$ cat src/rtl/session_fifo.sv
module session_fifo #(
  parameter int DEPTH = 8,
  parameter int AW    = 8
) (
  input  logic          clk,
  input  logic          rst,
  input  logic          wr_en,
  input  logic [7:0]    wr_byte,
  input  logic [AW-1:0] wr_src,
  input  logic [AW-1:0] wr_dst,
  input  logic          sess_end,
  input  logic          sess_drop,
  input  logic          rd_en,
  output logic [31:0]   rd_word,
  output logic [AW-1:0] rd_src,
  output logic [AW-1:0] rd_dst,
  output logic          new_data,
  output logic          full
);
  localparam int PW = $clog2(DEPTH);

  logic [31:0]   mem_w [DEPTH];
  logic [AW-1:0] mem_s [DEPTH];
  logic [AW-1:0] mem_d [DEPTH];

  logic [PW:0] wp_com, wp_spec, rp;
  logic [23:0] acc;
  logic [1:0]  nbytes;
  logic        poison;

  wire [PW:0] used   = wp_spec - rp;
  assign full        = used == (PW+1)'(DEPTH);
  assign new_data    = wp_com != rp;

  wire take   = wr_en && !sess_end && !sess_drop && !full;
  wire mem_we = take && nbytes == 2'd3;
  wire rd_ok  = rd_en && new_data;

  always_ff @(posedge clk)
    if (mem_we) begin
      mem_w[wp_spec[PW-1:0]] <= {acc, wr_byte};
      mem_s[wp_spec[PW-1:0]] <= wr_src;
      mem_d[wp_spec[PW-1:0]] <= wr_dst;
    end

  always_ff @(posedge clk) begin
    if (rst) begin
      wp_com  <= '0;
      wp_spec <= '0;
      rp      <= '0;
      acc     <= '0;
      nbytes  <= '0;
      poison  <= 1'b0;
      rd_word <= '0;
      rd_src  <= '0;
      rd_dst  <= '0;
    end else begin
      if (sess_drop || (sess_end && poison)) begin
        wp_spec <= wp_com;
        nbytes  <= '0;
        poison  <= 1'b0;
      end else if (sess_end) begin
        wp_com  <= wp_spec;
        nbytes  <= '0;
      end else if (wr_en) begin
        if (full) poison <= 1'b1;
        else if (mem_we) begin
          wp_spec <= wp_spec + 1'b1;
          nbytes  <= '0;
        end else begin
          acc    <= {acc[15:0], wr_byte};
          nbytes <= nbytes + 1'b1;
        end
      end
      if (rd_ok) begin
        rd_word <= mem_w[rp[PW-1:0]];
        rd_src  <= mem_s[rp[PW-1:0]];
        rd_dst  <= mem_d[rp[PW-1:0]];
        rp      <= rp + 1'b1;
      end
    end
  end
endmodule

$ cat config.mk
export PLATFORM = sky130hd
export DESIGN_NAME = session_fifo
export DESIGN_NICKNAME = d
export VERILOG_FILES = /design/src/rtl/session_fifo.sv
export SDC_FILE = /design/constraint.sdc
export NUM_CORES = 1
export LEC_CHECK = 0
export BUFFER_PORTS_ARGS = -buffer_cell sky130_fd_sc_hd__buf_4
export CORE_ASPECT_RATIO = 0.6
export CORE_UTILIZATION = 55
export DETAILED_ROUTE_END_ITERATION = 10
export HOLD_SLACK_MARGIN = 0.06
export PLACE_DENSITY = 0.75
export SLEW_MARGIN = 20
export SYNTH_ARGS = -nofsm -noshare
export SYNTH_HDL_FRONTEND = slang
export SYNTH_SLANG_ARGS = --single-unit
$ cat constraint.sdc
create_clock -name clk -period 7.1 [get_ports clk]
set_clock_uncertainty 0.1 [all_clocks]
set_input_delay 0.71 -clock clk [delete_from_list [all_inputs] [get_ports clk]]
set_output_delay 0.71 -clock clk [all_outputs]
set_load 0.005 [all_outputs]
=== Yosys cells after proc, flatten, opt, wreduce, memory -nomap -nowiden ===
Memories as Yosys holds them, arrays and structs flattened. A register that Yosys moved wholly into a read port is not among the register bits.
Cells that the tools add are included.

* Bitwise gates (word level): 4
* Add/subtract/negate cells: 4
* Equality and inequality tests: 5
* Reduce and logical (&&, ||, !) cells: 19
* Muxes and demuxes: 8

{| class="wikitable"
|+ Operators with widths
! operator !! count
|-
| 4-bit two-way mux || 5
|-
| 4-bit by 1-bit adder with 4-bit output (second input constant) || 2
|-
| 1-bit logical AND || 6
|-
| 5-bit AND reduction || 1
|-
| 4-bit == test (second input constant) || 1
|-
| 2-bit by 1-bit != test with 1-bit output (second input constant) || 2
|-
| 4-bit != test || 1
|-
| 1-bit inverter || 4
|-
| 2-bit AND reduction || 2
|-
| 4-bit AND reduction || 1
|-
| 2-bit nonzero test || 2
|-
| 4-bit subtractor || 1
|-
| 1-bit zero test || 3
|-
| 3-bit AND reduction || 1
|-
| 3-bit OR reduction || 1
|-
| 2-bit by 1-bit adder with 2-bit output (second input constant) || 1
|-
| 2-bit == test (second input constant) || 1
|-
| 1-bit two-way mux || 2
|-
| 2-bit two-way mux || 1
|-
| 2-bit OR reduction || 1
|-
| 1-bit logical OR || 1
|}

* Output and inout bits: 50
* Input port bits: 30
* Logic and storage cells: 49
* Memories: 3
* Register bits: 39
* Bits in writable memories: 384

{| class="wikitable"
|+ Memory list
! name !! depth !! width !! read ports !! clocked after memory_dff !! wr ports !! RTL line !! source
|-
| mem_w || 8 || 32 || 1 || 1 || 1 || 22 || <nowiki>logic [31:0] mem_w [DEPTH];</nowiki>
|-
| mem_d || 8 || 8 || 1 || 1 || 1 || 24 || <nowiki>logic [AW-1:0] mem_d [DEPTH];</nowiki>
|-
| mem_s || 8 || 8 || 1 || 1 || 1 || 23 || <nowiki>logic [AW-1:0] mem_s [DEPTH];</nowiki>
|}

=== Depth between registers and ports, before layout ===
* Depth after elaboration: 10
* Depth in mapped cells: 10
* Depth with buffers taken out: 8

=== Worst setup path after synthesis ===
Ideal clock, no wire load.

* Path kind: flip-flop to flip-flop
* Start: register rp[2]
* End: memory mem_d[0][0] (enable)
* Setup time: 0.513 ns
* Path slack: 1.251 ns
* Cell stages (with the launch flop): 10
* Arrival: 5.236 ns
* Clock period less this slack: 5.849 ns
* Required time: 6.487 ns
* Buffers on the path: 2
* Cell sequence: dfxtp_1 > buf_2 > clkinv_1 > clkbuf_1 > ha_1 > a21oi_1 > and3_2 > or4_4 > nand3_1 > nor3_1

* Cells in the longest elaborated chain, start to end: 7

{| class="wikitable"
|+ Ends and longest elaborated chain
! element !! RTL line !! source
|-
| start, declared || 26 || <nowiki>logic [PW:0] wp_com, wp_spec, rp;</nowiki>
|-
| start signal, assigned || 79 || <nowiki>rp <= rp + 1'b1;</nowiki>
|-
| 4-bit subtractor || 31 || <nowiki>wire [PW:0] used = wp_spec - rp;</nowiki>
|-
| 4-bit == test || 32 || <nowiki>assign full = used == (PW+1)'(DEPTH);</nowiki>
|-
| 1-bit zero test || 35 || <nowiki>wire take = wr_en && !sess_end && !sess_drop && !full;</nowiki>
|-
| 1-bit logical AND || 35 ||
|-
| 1-bit logical AND || 36 || <nowiki>wire mem_we = take && nbytes == 2'd3;</nowiki>
|-
| 1-bit two-way mux || 40 || <nowiki>if (mem_we) begin</nowiki>
|-
| 1-bit two-way mux (implied by the code) || 43 || <nowiki>mem_d[wp_spec[PW-1:0]] <= wr_dst;</nowiki>
|-
| end, declared || 24 ||
|}

No other way between the ends.

=== Worst setup path in the final report ===
* Start: register rp[1]
* End: memory mem_w[4][29] (enable)

* Cells in the longest elaborated chain, start to end: 7

{| class="wikitable"
|+ Ends and longest elaborated chain
! element !! RTL line !! source
|-
| 4-bit subtractor || 31 ||
|-
| 4-bit == test || 32 ||
|-
| 1-bit zero test || 35 ||
|-
| 1-bit logical AND || 35 ||
|-
| 1-bit logical AND || 36 ||
|-
| 1-bit two-way mux || 40 ||
|-
| 1-bit two-way mux (implied by the code) || 41 || <nowiki>mem_w[wp_spec[PW-1:0]] <= {acc, wr_byte};</nowiki>
|-
| end, declared || 22 ||
|}

No other way between the ends.

==> metrics <==
vias per inst=6.00; TNS Setup=0 ns; syn nets=1,003; Pre-Repair DR Iteration Count=7; ANT nets after route=0; Pwr Density=around 280 nW/um2; Tmin final=about 3.9 ns; nets=1,090; worst reg2reg endpoint=mem_w[4][29]; CP Capture Point=mem_w[4][29]; Synth top area share=roughly two thirds; Synth cell types=38; fin cells=between 1,500 and 2,000; sequential fraction of the synthesis area=74.9%; CP max stage delay=0.98 ns; largest cells by area after synthesis=edfxtp_1 (65%), mux4_2 (12%), dfxtp_1 (9.8%); GR Overflow Total=0; Primary FF master, synth=edfxtp_1; H-tree depth=2; switching part of the total=21.2%; Rows=50; leading area contributor after synthesis=edfxtp_1; worst-skew pair later-pin latency=0.55 ns; die width=234 um; Worst Reg2Reg Path Length in Cells=8; CTS sink cnt=between 400 and 500; crit path kind=flip-flop to flip-flop; relative slew slack=roughly a quarter; die area=33,000 um2; Power, Total=between 0.005 and 0.006 W; GRT Util Overall=23.0%; Placeable Area=31,400 um2; fillers=2,157; fmax=254 MHz; starting density of the core=between 50% and 60%; layout cell share with drive strength beyond 1=25.4%; Tcrit/Tclk final=55.4%; CP required=7.21 ns; Critical Path Start=rp[1]; WHS=between 0.2 and 0.3 ns; placed cell count=1,423; Mapped Cells=967; largest net degree at the start of global routing=72; most common cell in the netlist=edfxtp_1; first-pass GRT wire length=55,400 um; Critical Path Fanout Max=37; WL per Instance=around 24 um; Hold Path Class=primary input to flip-flop; element type at the critical path end=flip-flop; average size of a mapped cell=18.3 um2; Mapped Area=17,700 um2; Port Buffer Count=between 70 and 80; cts hold-fix bufs=0; post-route cell area=20,300 um2; Critical Path AT=between 4 and 5 ns; VDD IR max=222 uV; initial antenna violation count=0; CTS tree=yes; PostCTS Resize Cnt=0; worst path cell trace=clkinv_1 > ha_1 > nand3b_1 > a21oi_1 > or4_4 > nand3_1 > nor2_4 > buf_4; # setup viols final=0; drt drc=0; Ports=80; synthesized flop and latch total=~470; P_sw=about 0.0012 W; RSZ-0062 raised after global routing=no; flop-to-flop setup slack=3.17 ns; TritonCTS buffer count=42; EDFF count, synth=384; Root Driver=clkbuf_16; HPWL after DPL=20,900 um; Synth top cells by count=edfxtp_1 (384), nand2_1 (100), mux4_2 (96); DRT iter0 DRCs=875; final hold viol count=0; max-cap viol count=0; P_leak=6.70 nW; Reg2Reg Launch Point=rp[1]; max-slew violation count=0; Ys Warns=0; outcome=complete, no violations; slowest library cell on the worst path=nor2_4; part of the power in registers=roughly 54%; maximum buffer depth of the clock tree=3; clock-pin transition on the worst setup and hold timing paths=0.07 ns; startpoint types=flip-flop; clock share of power=40.0%; vias in the first global route=9,080; Combinational Power Share=6.4%; number of setup buffers added after CTS=0; via count=around 9,000; Cell Area, Placed=18,800 um2; chip height=roughly 140 um; Worst-Margin Slew=1.10 ns; drt total wl=36,300 um; RePlAce Congestion=between 0.8 and 0.9; Syn-to-layout area delta=14.3%; Internal Pwr Total=approximately 0.0045 W; ys async rst share=0%
## worst min path at each step
stage / from / endpoint / slack (ns) / depth (start not counted)
6_report: wr_src[5] / mem_s[6][5] / 0.30 / 1
5_1_grt: wr_dst[5] / mem_d[2][5] / 0.28 / 1
2_1_floorplan: poison / poison / 0.39 / 2
3_3_place_gp: rd_word[28] / rd_word[28] / 0.39 / 2
3_5_place_dp: rd_dst[7] / rd_dst[7] / 0.39 / 2
4_1_cts: wr_dst[3] / mem_d[1][3] / 0.28 / 1
## critical path, delay by kind of cell (launching register included)
family	cells	cell delay [ns]
buf+inv	2	0.64
simple gates	4	1.60
fa+ha+maj	1	0.33
compound gates	1	0.22
flops	1	0.68
## cell type report
cell class / count / area, um2 / area share (%)
Clock inverter: 23 / 220 / 1.09
Antenna cell: 1 / 2.50 / 0.0124
Clock buffer: 54 / 1160 / 5.72
Tap cell: 416 / 520 / 2.57
Inverter: 7 / 28.8 / 0.142
Sequential cell: 471 / 13300 / 65.6
Timing Repair Buffer: 102 / 813 / 4.02
Multi-Input combinational cell: 430 / 4220 / 20.9
## power groups by stage
stage	clock network (W)	registers (W)	logic, W
after floorplan	0	0.00310	0.000246
after global routing	0.00242	0.00307	0.000401
final	0.00228	0.00306	0.000366
after global placement	0	0.00312	0.000363
after CTS	0.00231	0.00306	0.000371
after detailed placement	0	0.00312	0.000370
## state kept, by name (all words and copies together) (netlist names), 4 cells and up
signal,flops
mem_d,64
acc,24
rd_dst,8
mem_w,256
wp_spec,4
rd_word,32
rp,4
rd_src,8
wp_com,4
mem_s,64
## logic make-up (layout without fill, tap and decap cells)
logic type               after synthesis  count (layout)  share of synthesized area, %
AO/OA/AOI/OAI                         62              62                          2.96
XOR/XNOR                               9               9                         0.445
adder cells (fa/ha/maj)                6               6                         0.424
multiplexers                         126             126                          13.9
other                                  0               1                             0
flip-flops                           471             471                          74.9
buffers and inverters                 66             186                          1.69
AND/OR/NAND/NOR                      227             227                          5.70
## placed cells by master (no fill, tap or decap), types with 3 or more instances in the layout
master / count
mux4_2: 96
edfxtp_1: 384
nor4_1: 5
dfxtp_1: 84
clkinv_1: 10
nand2b_1: 34
nor3_2: 3
clkbuf_16: 44
inv_1: 4
clkbuf_1: 8
buf_4: 99
nand3_1: 7
nor2_4: 5
xnor2_1: 7
mux2i_1: 30
nand2_1: 100
clkinv_2: 9
a311oi_1: 51
dfxtp_4: 3
bufinv_16: 4
ha_1: 6
nor2_1: 63
a21oi_1: 5
## routing by layer
layer	track usage (%)	routed length (um)	up-vias
li1	-	-	3986
met1	36.7	17000	4673
met2	32.7	15900	319
met3	4.85	2910	41
met4	4.78	469	0
met5	0	0	-
## through the flow
step / utilization, % / setup slack [ns]
4_1_cts: 64.3 / 3.13
3_3_place_gp: 59.9 / 3.27
6_report: 64.5 / 3.17
3_5_place_dp: 59.9 / 3.15
2_1_floorplan: - / 1.25
5_1_grt: 64.5 / 2.86
Power figures use the tool's default switching activity.
